--- src/rtl/uart_ser_pkg.sv ---
package uart_ser_pkg;
  typedef enum logic [1:0] {
    ST_IDLE  = 2'd0,
    ST_START = 2'd1,
    ST_DATA  = 2'd2,
    ST_STOP  = 2'd3
  } tx_state_e;

  // Cycles per bit for a given prescale; a zero prescale behaves as one.
  function automatic int unsigned bit_cycles(input int unsigned p);
    return (p == 0) ? 8 : p * 8;
  endfunction
endpackage

--- src/rtl/uart_ser_bit_timer.sv ---
module uart_ser_bit_timer #(
  parameter int PRESCALE_W = 16,
  localparam int CNT_W = PRESCALE_W + 3
) (
  input  logic                  clk,
  input  logic                  rst,
  input  logic                  run,
  input  logic [PRESCALE_W-1:0] prescale,
  output logic                  bit_done
);
  logic [CNT_W-1:0] cnt;
  logic [CNT_W-1:0] limit;

  // Live period: no capture, so a new prescale acts on the current bit.
  always_comb begin
    if (prescale == '0) limit = CNT_W'(8);
    else                limit = {prescale, 3'b000};
  end

  // ">=" so that a smaller prescale mid-bit ends the bit at once instead of wrapping.
  assign bit_done = run && (cnt >= limit - CNT_W'(1));

  always_ff @(posedge clk) begin
    if (rst)                    cnt <= '0;
    else if (!run || bit_done)  cnt <= '0;
    else                        cnt <= cnt + CNT_W'(1);
  end

  AST_TIMER_RESTARTS: assert property (@(posedge clk) disable iff (rst)
    bit_done |=> (cnt == '0));

  AST_TIMER_BOUNDED: assert property (@(posedge clk) disable iff (rst)
    (run && $stable(prescale)) |-> (cnt < limit));
endmodule

--- src/rtl/uart_ser_shifter.sv ---
module uart_ser_shifter #(
  parameter int DATA_W = 8
) (
  input  logic              clk,
  input  logic              rst,
  input  logic              load,
  input  logic              shift,
  input  logic [DATA_W-1:0] din,
  output logic              lsb
);
  logic [DATA_W-1:0] shreg;

  always_ff @(posedge clk) begin
    if (rst)        shreg <= '0;
    else if (load)  shreg <= din;
    else if (shift) shreg <= shreg >> 1;
  end

  assign lsb = shreg[0];

  AST_SHREG_HOLDS: assert property (@(posedge clk) disable iff (rst)
    (!load && !shift) |=> $stable(shreg));
endmodule

--- src/rtl/uart_ser_ctrl.sv ---
module uart_ser_ctrl
  import uart_ser_pkg::*;
#(
  parameter int DATA_W = 8,
  localparam int IDX_W = (DATA_W > 1) ? $clog2(DATA_W) : 1
) (
  input  logic clk,
  input  logic rst,
  input  logic s_valid,
  input  logic bit_done,
  input  logic lsb,
  output logic s_ready,
  output logic busy,
  output logic txd,
  output logic run,
  output logic load,
  output logic shift
);
  localparam logic [IDX_W-1:0] LAST_IDX = IDX_W'(DATA_W - 1);

  tx_state_e        state;
  logic [IDX_W-1:0] bit_idx;
  logic             accept;

  assign accept = s_valid && s_ready;
  assign load   = accept;
  assign run    = (state != ST_IDLE);
  assign shift  = bit_done &&
                  ((state == ST_START) || ((state == ST_DATA) && (bit_idx != LAST_IDX)));

  always_ff @(posedge clk) begin
    if (rst) begin
      state   <= ST_IDLE;
      bit_idx <= '0;
      s_ready <= 1'b1;
      busy    <= 1'b0;
      txd     <= 1'b1;
    end else begin
      unique case (state)
        ST_IDLE: begin
          if (accept) begin
            state   <= ST_START;
            s_ready <= 1'b0;
            busy    <= 1'b1;
            txd     <= 1'b0;
          end
        end
        ST_START: begin
          if (bit_done) begin
            state   <= ST_DATA;
            bit_idx <= '0;
            txd     <= lsb;
          end
        end
        ST_DATA: begin
          if (bit_done) begin
            if (bit_idx == LAST_IDX) begin
              state <= ST_STOP;
              txd   <= 1'b1;
            end else begin
              bit_idx <= bit_idx + IDX_W'(1);
              txd     <= lsb;
            end
          end
        end
        ST_STOP: begin
          if (bit_done) begin
            state   <= ST_IDLE;
            s_ready <= 1'b1;
            busy    <= 1'b0;
          end
        end
        default: state <= ST_IDLE;
      endcase
    end
  end

  AST_ACCEPT_STARTS: assert property (@(posedge clk) disable iff (rst)
    accept |=> (!txd && busy && !s_ready));

  AST_NO_TAKE_BUSY: assert property (@(posedge clk) disable iff (rst)
    busy |-> !s_ready);

  AST_IDLE_HIGH: assert property (@(posedge clk) disable iff (rst)
    (state == ST_IDLE) |-> txd);

  AST_START_LOW: assert property (@(posedge clk) disable iff (rst)
    (state == ST_START) |-> !txd);

  AST_STOP_RELEASES: assert property (@(posedge clk) disable iff (rst)
    (state == ST_STOP && bit_done) |=> (s_ready && !busy && txd));

  AST_IDX_RANGE: assert property (@(posedge clk) disable iff (rst)
    bit_idx <= LAST_IDX);
endmodule

--- src/rtl/uart_serializer.sv ---
module uart_serializer #(
  parameter int DATA_W     = 8,
  parameter int PRESCALE_W = 16
) (
  input  logic                  clk,
  input  logic                  rst,
  input  logic [PRESCALE_W-1:0] prescale,
  input  logic [DATA_W-1:0]     s_data,
  input  logic                  s_valid,
  output logic                  s_ready,
  output logic                  txd,
  output logic                  busy
);
  logic run;
  logic bit_done;
  logic load;
  logic shift;
  logic lsb;

  uart_ser_bit_timer #(.PRESCALE_W(PRESCALE_W)) u_timer (
    .clk      (clk),
    .rst      (rst),
    .run      (run),
    .prescale (prescale),
    .bit_done (bit_done)
  );

  uart_ser_shifter #(.DATA_W(DATA_W)) u_shift (
    .clk   (clk),
    .rst   (rst),
    .load  (load),
    .shift (shift),
    .din   (s_data),
    .lsb   (lsb)
  );

  uart_ser_ctrl #(.DATA_W(DATA_W)) u_ctrl (
    .clk      (clk),
    .rst      (rst),
    .s_valid  (s_valid),
    .bit_done (bit_done),
    .lsb      (lsb),
    .s_ready  (s_ready),
    .busy     (busy),
    .txd      (txd),
    .run      (run),
    .load     (load),
    .shift    (shift)
  );
endmodule

--- config.mk ---
export PLATFORM = sky130hd
export DESIGN_NAME = uart_serializer
export DESIGN_NICKNAME = d
export VERILOG_FILES = /design/src/rtl/uart_ser_pkg.sv /design/src/rtl/uart_ser_bit_timer.sv /design/src/rtl/uart_ser_shifter.sv /design/src/rtl/uart_ser_ctrl.sv /design/src/rtl/uart_serializer.sv
export SDC_FILE = /design/constraint.sdc
export NUM_CORES = 1
export LEC_CHECK = 0
export ABC_AREA = 1
export ABC_CLOCK_PERIOD_IN_PS = 7200
export BUFFER_PORTS_ARGS = -buffer_cell sky130_fd_sc_hd__buf_2
export CORE_ASPECT_RATIO = 0.6
export CORE_MARGIN = 2
export CORE_UTILIZATION = 54
export CTS_CLUSTER_SIZE = 24
export DETAILED_ROUTE_END_ITERATION = 12
export GPL_TIMING_DRIVEN = 0
export PLACE_DENSITY = 0.75
export SKIP_CTS_REPAIR_TIMING = 1
export SYNTH_ARGS = -nofsm -noshare
export SYNTH_HDL_FRONTEND = slang
export SYNTH_SLANG_ARGS = --single-unit
--- constraint.sdc ---
create_clock -name clk -period 7.2 [get_ports clk]
set_input_delay 1.44 -clock clk [delete_from_list [all_inputs] [get_ports clk]]
set_output_delay 1.44 -clock clk [all_outputs]
set_load 0.1 [all_outputs]
# ---- After elaboration in Yosys (flattened, before gate mapping)
# Cells that the tools add are included.
dict set report word_totals {
  reg_bits 35
  latch_bits 0
  ram_bits 0
  mem_bits_ro 0
  inputBits 27
  out_inout_bits 3
  wordCells 64
  n_memories 0
}
dict set report classes {
  addsub 3
  mul 0
  div_mod_pow 0
  order_cmp 1
  n_eq_ne 11
  shifts 0
  muxes 23
  bitwise 0
  n_reduce_logical 19
}
# op count
set ops {}
lappend ops {{$add 19x1->19 const B} 1}
lappend ops {{$ge 19x19->1} 1}
lappend ops {{$mux 19} 1}
lappend ops {{$sub 19x1->19 const B} 1}
lappend ops {{$logic_not 16->1} 1}
lappend ops {{$mux 8} 2}
lappend ops {{$mux 2} 5}
lappend ops {{$mux 3} 3}
lappend ops {{$pmux 2 s4} 1}
lappend ops {{$reduce_and 4->1} 2}
lappend ops {{$reduce_bool 2->1} 4}
lappend ops {{$mux 1} 7}
lappend ops {{$ne 2x1->1 const B} 3}
lappend ops {{$ne 2x2->1 const B} 3}
lappend ops {{$pmux 3 s2} 1}
lappend ops {{$reduce_and 5->1} 1}
lappend ops {{$eq 2x2->1 const B} 2}
lappend ops {{$logic_and 1x1->1} 4}
lappend ops {{$pmux 1 s2} 2}
lappend ops {{$add 3x1->3 const B} 1}
lappend ops {{$eq 3x3->1 const B} 1}
lappend ops {{$ne 3x3->1 const B} 1}
lappend ops {{$pmux 1 s3} 1}
lappend ops {{$reduce_and 3->1} 1}
lappend ops {{other kinds (6)} 7}

# ---- Depth between registers and ports, before layout
dict set report depth {
  depth_word 8
  depth_mapped 27
  depth_no_buf 27
}

# ---- Modules after synthesis
# A second synthesis with hierarchy kept.
dict set report unflattened {
  cells_unflattened 391
  hier_area_um2 2651.3
}
# mod n_inst cells_per_inst area_each_um2 seq_area_each_um2
set modules_own_cells {}
lappend modules_own_cells {uart_ser_bit_timer 1 249 1707.9 380.4}
lappend modules_own_cells {uart_ser_ctrl 1 79 536.8 160.2}
lappend modules_own_cells {uart_ser_shifter 1 63 406.6 160.2}

# ---- Least setup slack after synthesis
# Ideal clock, no wire load.
dict set report synth_path {
  path_kind {input port to flip-flop}
  from {input prescale[2]}
  to {register u_shift.shreg[6]}
  arrival_ns 4.196
  required_ns 7.074
  slack_ns 2.879
  path_stages 27
  path_cell_list {inv_1 -> nand3_1 -> nor2_1 -> nand3_1 -> nand2_1 -> inv_1 -> ha_1 -> nand3_1 -> nor2_1 -> and3_1 -> nand2_1 -> nor3_1 -> xor2_1 -> inv_1 -> ha_1 -> nand2_1 -> nor2_1 -> nand2_1 -> a21oi_1 -> nor2_1 -> nand3_1 -> nand3_1 -> nand2_1 -> buf_6 -> o21ai_0 -> o21ai_0 -> nor2_1}
}
dict set report synth_via {
  elab_chain_cells 7
}
# element line_no
set synth_lines {}
lappend synth_lines {{from (decl)} uart_serializer.sv:7} ;# input logic [PRESCALE_W-1:0] prescale,
lappend synth_lines {{$logic_not 16->1} uart_ser_bit_timer.sv:16} ;# if (prescale == '0) limit = CNT_W'(8);
lappend synth_lines {{$mux 19 *} uart_ser_bit_timer.sv:16}
lappend synth_lines {{$sub 19x1->19 *} uart_ser_bit_timer.sv:21} ;# assign bit_done = run && (cnt >= limit - CNT_W'(1));
lappend synth_lines {{$ge 19x19->1 *} uart_ser_bit_timer.sv:21}
lappend synth_lines {{$logic_and 1x1->1 *} uart_ser_bit_timer.sv:21}
lappend synth_lines {{$logic_and 1x1->1 *} uart_ser_ctrl.sv:28} ;# assign shift = bit_done &&
lappend synth_lines {{$reduce_bool 2->1 (no line) *} n/a}
lappend synth_lines {{to (signal assigned)} uart_ser_shifter.sv:15} ;# else if (load) shreg <= din;
lappend synth_lines {{to (signal assigned)} uart_ser_shifter.sv:16} ;# else if (shift) shreg <= shreg >> 1;
lappend synth_lines {{to (decl)} uart_ser_shifter.sv:11} ;# logic [DATA_W-1:0] shreg;
# Every way passes the cells marked *; elsewhere a longest branch is shown, timed or not.
# A chain may end at the register's enable or synchronous reset.

# ---- Worst setup path in the final report
dict set report layout_path {
  from {input prescale[13]}
  to {register u_timer.cnt[1]}
}
dict set report layout_via {
  elab_chain_cells 7
}
# element line_no
set layout_lines {}
lappend layout_lines {{$logic_not 16->1} uart_ser_bit_timer.sv:16}
lappend layout_lines {{$mux 19 *} uart_ser_bit_timer.sv:16}
lappend layout_lines {{$sub 19x1->19 *} uart_ser_bit_timer.sv:21}
lappend layout_lines {{$ge 19x19->1 *} uart_ser_bit_timer.sv:21}
lappend layout_lines {{$logic_and 1x1->1 *} uart_ser_bit_timer.sv:21}
lappend layout_lines {{$logic_or 1x1->1 *} uart_ser_bit_timer.sv:25} ;# else if (!run || bit_done) cnt <= '0;
lappend layout_lines {{$reduce_or 2->1 (no line) *} n/a}
lappend layout_lines {{to (signal assigned)} uart_ser_bit_timer.sv:26} ;# else cnt <= cnt + CNT_W'(1);
lappend layout_lines {{to (decl)} uart_ser_bit_timer.sv:11} ;# logic [CNT_W-1:0] cnt;
# Marks and branches as above.

==> impl_metrics.py <==
metrics = {
    "cts": {
        "ctsLongestPathBuffers": 2,
        "numCtsBuffers": 5,
        "cts_htree_levels": 2,
        "worst_skew_late_latency_ps": 290,
        "clock-sinks": 35,
        "clock_slew_at_reported_path_ffs_ps": 60,
        "root_buffer": "clkbuf_8",
        "tritoncts": "built",
    },
    "timing": {
        "max-slew-margin-rel": 0.678,
        "timing_max_transition_violations_final": 0,
        "clock_skew_ps": 8.56,
        "finalHoldViolations": 0,
        "finalWorstPathRequiredPeriod_ps": 4820,
        "setup_repair_after_global_routing_missed_its_margin": "false",
        "finalCritPeriodShare": 0.670,
        "timing.final.setup_violations": 0,
        "tightestPinTransition_ps": 486,
        "fmaxAchievable_mhz": 207,
        "total_negative_slack_for_setup_checks_ps": 0,
    },
    "critical_path": {
        "ws_path_type": "input pin to register",
        "critical_path.startpoint_type": "input pin",
        "crit_path_end_kind": "register",
        "r2r.worst_path.cells": 11,
        "crit-reg2reg-capture": "u_timer.cnt[1]",
        "worst-endpoint-arrival_ps": 5000,
        "worst-path-max-fanout": 10,
        "reg2reg_slack_ps": 5030,
        "worst_path_largest_cell_delay_ps": 330,
        "critical_path.most_common_cell": "nand2_1",
        "buf_inv_on_cp": 5,
        "critical_r2r_launch": "u_timer.cnt[17]",
        "worst-path-stages": 26,
        "cp_slowest_cell": "nand2_1",
        "family_with_the_most_delay_on_the_worst_path": "simple AND/OR/NAND/NOR gates",
        "worst_ep_required_time_ps": 7380,
    },
    "status": {
        "outcome": "complete, no violations",
    },
    "logic_synthesis": {
        "synth_fp_nets": 400,
        "post_synth_xor_area_fraction": 0.0794,
        "dominant_combinational_cell_family_by_area_after_synthesis": "simple AND/OR/NAND/NOR gates",
        "syn-cell-area_mm2": 0.00241,
        "top_post_synthesis_cells_by_area": "dfxtp_1 29%, ha_1 13%, nand2_1 11%",
        "arithmetic_cell_share_of_the_synthesized_area_counting_full_adders_half_adders_and_majority_gates": 0.130,
        "synth_compound_area_frac": 0.0742,
        "simple_logic_cell_fraction_of_the_synthesized_area": 0.349,
        "synth.distinct_cells": 30,
        "yosys_warnings": 0,
        "netlist.area_leader.share": 0.291,
        "postSynthAreaPerCell_um2": 6.93,
        "synth.mux.area_fraction": 0.00415,
        "synth_largest_area_cell": "dfxtp_1",
        "synth_seq_cells": 35,
        "seq_area_frac_synth": 0.291,
        "syn_inst": 348,
    },
    "finish": {
        "diodes": 0,
        "layout.cells.most_common_list": "71 x nand2_1, 64 x nor2_1, 40 x inv_1",
        "mostFrequentLayoutCell": "nand2_1",
        "nets": 435,
        "post_route_cells_drive_above_1_share": 0.138,
        "area.growth.synth_to_final_pct": 13.1,
        "fin_util": 0.651,
    },
    "global_route": {
        "leftover_overflow_at_the_end_of_global_routing": 0,
        "first_global_vias": 2039,
        "grt_start_max_net_pins": 11,
        "grt_usage": 0.218,
        "antenna_found_initial": 0,
        "grt_first_pass_wirelength_mm": 8.97,
    },
    "floorplanning": {
        "start_util": 0.576,
        "die_w_um": 90.3,
        "num_rows": 18,
        "num_io_pins": 30,
        "design.core.area_mm2": 0.00419,
        "dieArea_mm2": 0.00503,
        "vertical_extent_of_the_die_um": 55.8,
    },
    "power": {
        "worst_ir_drop_vdd_v": 0.000161,
        "power-per-cell-area_mw_per_mm2": 245,
        "total_leakage_power_uw": 0.00127,
    },
    "detailed_routing": {
        "wl_per_cell_um": 11.0,
        "initial_drt_pass_iterations": 5,
        "via_per_inst": 4.88,
        "drc": 0,
        "vias": 2168,
        "drt_first_iter_violations": 112,
        "drt.antenna.violating_nets": 0,
        "drt-total-wl_mm": 4.89,
    },
    "place": {
        "globalplace.congestion": 0.819,
        "hpwl_mm": 3.84,
        "port_buffers": 28,
    },
    "min_path": {
        "hold_end": "u_ctrl.busy",
        "whs_path_depth": 2,
        "worstHoldStart": "u_ctrl.busy",
        "class_of_the_tightest_hold_or_removal_check": "register to register",
    },
    "job": {
        "drv_cap": 0,
    },
}
[Yosys cell counts]
| master | count |
|---|---|
| nand2_1 | 71 |
| nor2_1 | 64 |
| inv_1 | 40 |
| dfxtp_1 | 35 |
| ha_1 | 25 |
| o21ai_0 | 20 |
| nand3_1 | 16 |
| a21oi_1 | 13 |
| xor2_1 | 11 |
| nand4_1 | 9 |
| xnor2_1 | 9 |
| nor2_2 | 5 |
| nor3b_1 | 5 |
| nor3_1 | 4 |
| nand3_2 | 3 |
| and2_1 | 2 |
| nand2_2 | 2 |
| or2_2 | 2 |
| a21o_1 | 1 |
| a31oi_1 | 1 |
| and3_1 | 1 |
| buf_4 | 1 |
| buf_6 | 1 |
| clkbuf_1 | 1 |
| clkinv_1 | 1 |
| mux2i_1 | 1 |
| nor3_2 | 1 |
| nor3_4 | 1 |
| or2_4 | 1 |
| xnor2_2 | 1 |
[stage by stage]
| stage | cell area (um^2) | hold WS [ps] | power (uW) | worst slack (ps) | std cells |
|---|---|---|---|---|---|
| finish | 2730 | 460 | 668 | 2380 | 444 |
| detailed placement | 2630 | 448 | 512 | 2090 | 436 |
| floorplan | 2410 | 429 | 454 | 2880 | 348 |
| global route | 2730 | 483 | 722 | 1820 | 444 |
| CTS | 2730 | 465 | 671 | 2390 | 444 |
| global placement | 2630 | 443 | 508 | 2160 | 436 |
[area by class of cell]
| cell class | count | area [um^2] |
|---|---|---|
| Buffer | 3 | 22.5 |
| Clock buffer | 8 | 100 |
| Fill cell | 397 | 1460 |
| Inverter | 41 | 154 |
| Multi-Input combinational cell | 269 | 1530 |
| Sequential cell | 35 | 701 |
| Tap cell | 60 | 75.1 |
| Timing Repair Buffer | 28 | 140 |
[layer usage]
layer	track usage	vias up	part of all wire
li1	-	1193	-
met1	0.327	926	0.56
met2	0.316	44	0.39
met3	0.0528	5	0.046
met4	0.0462	0	0.0055
met5	0	-	0
[power by group]
part	internal (uW)	leakage (uW)	switching (uW)
sequential	220	0.000285	16.3
combinational	81.2	0.000933	194
clock	87.3	0.0000515	70.1
total	388	0.00127	280
[how the worst max path moves through the flow]
stage	to	slack (ps)	startpoint
detailed placement	u_timer.cnt[9]	2090	prescale[13]
global placement	u_timer.cnt[6]	2160	prescale[13]
global route	u_timer.cnt[1]	1820	prescale[13]
floorplan	u_shift.shreg[6]	2880	prescale[2]
finish	u_timer.cnt[1]	2380	prescale[13]
CTS	u_timer.cnt[1]	2390	prescale[13]
[state kept, by name, summed over array words and instances, names as in the netlist]
| name | cells |
|---|---|
| u_ctrl.state | 2 |
| u_shift.shreg | 8 |
| u_ctrl.bit_idx | 3 |
| u_ctrl.txd | 1 |
| u_timer.cnt | 19 |
| u_ctrl.s_ready | 1 |
| u_ctrl.busy | 1 |
[cells by family (layout without fill, tap and decap cells)]
kind of cell / count (synthesis) / count (layout)
muxes: 1 / 1
and+or+nand+nor: 187 / 187
AOI/OAI and AO/OA: 35 / 35
xor gates and xnor gates: 21 / 21
DFF: 35 / 35
adders and majority gates: 25 / 25
buffers and inverters: 44 / 80
[worst min-delay path: stages, from the launching register on]
cell	delay (ps)
dfxtp_1	310
nand2_1	60
a21oi_1	50
Note: power is estimated with default switching activity, not from simulation.
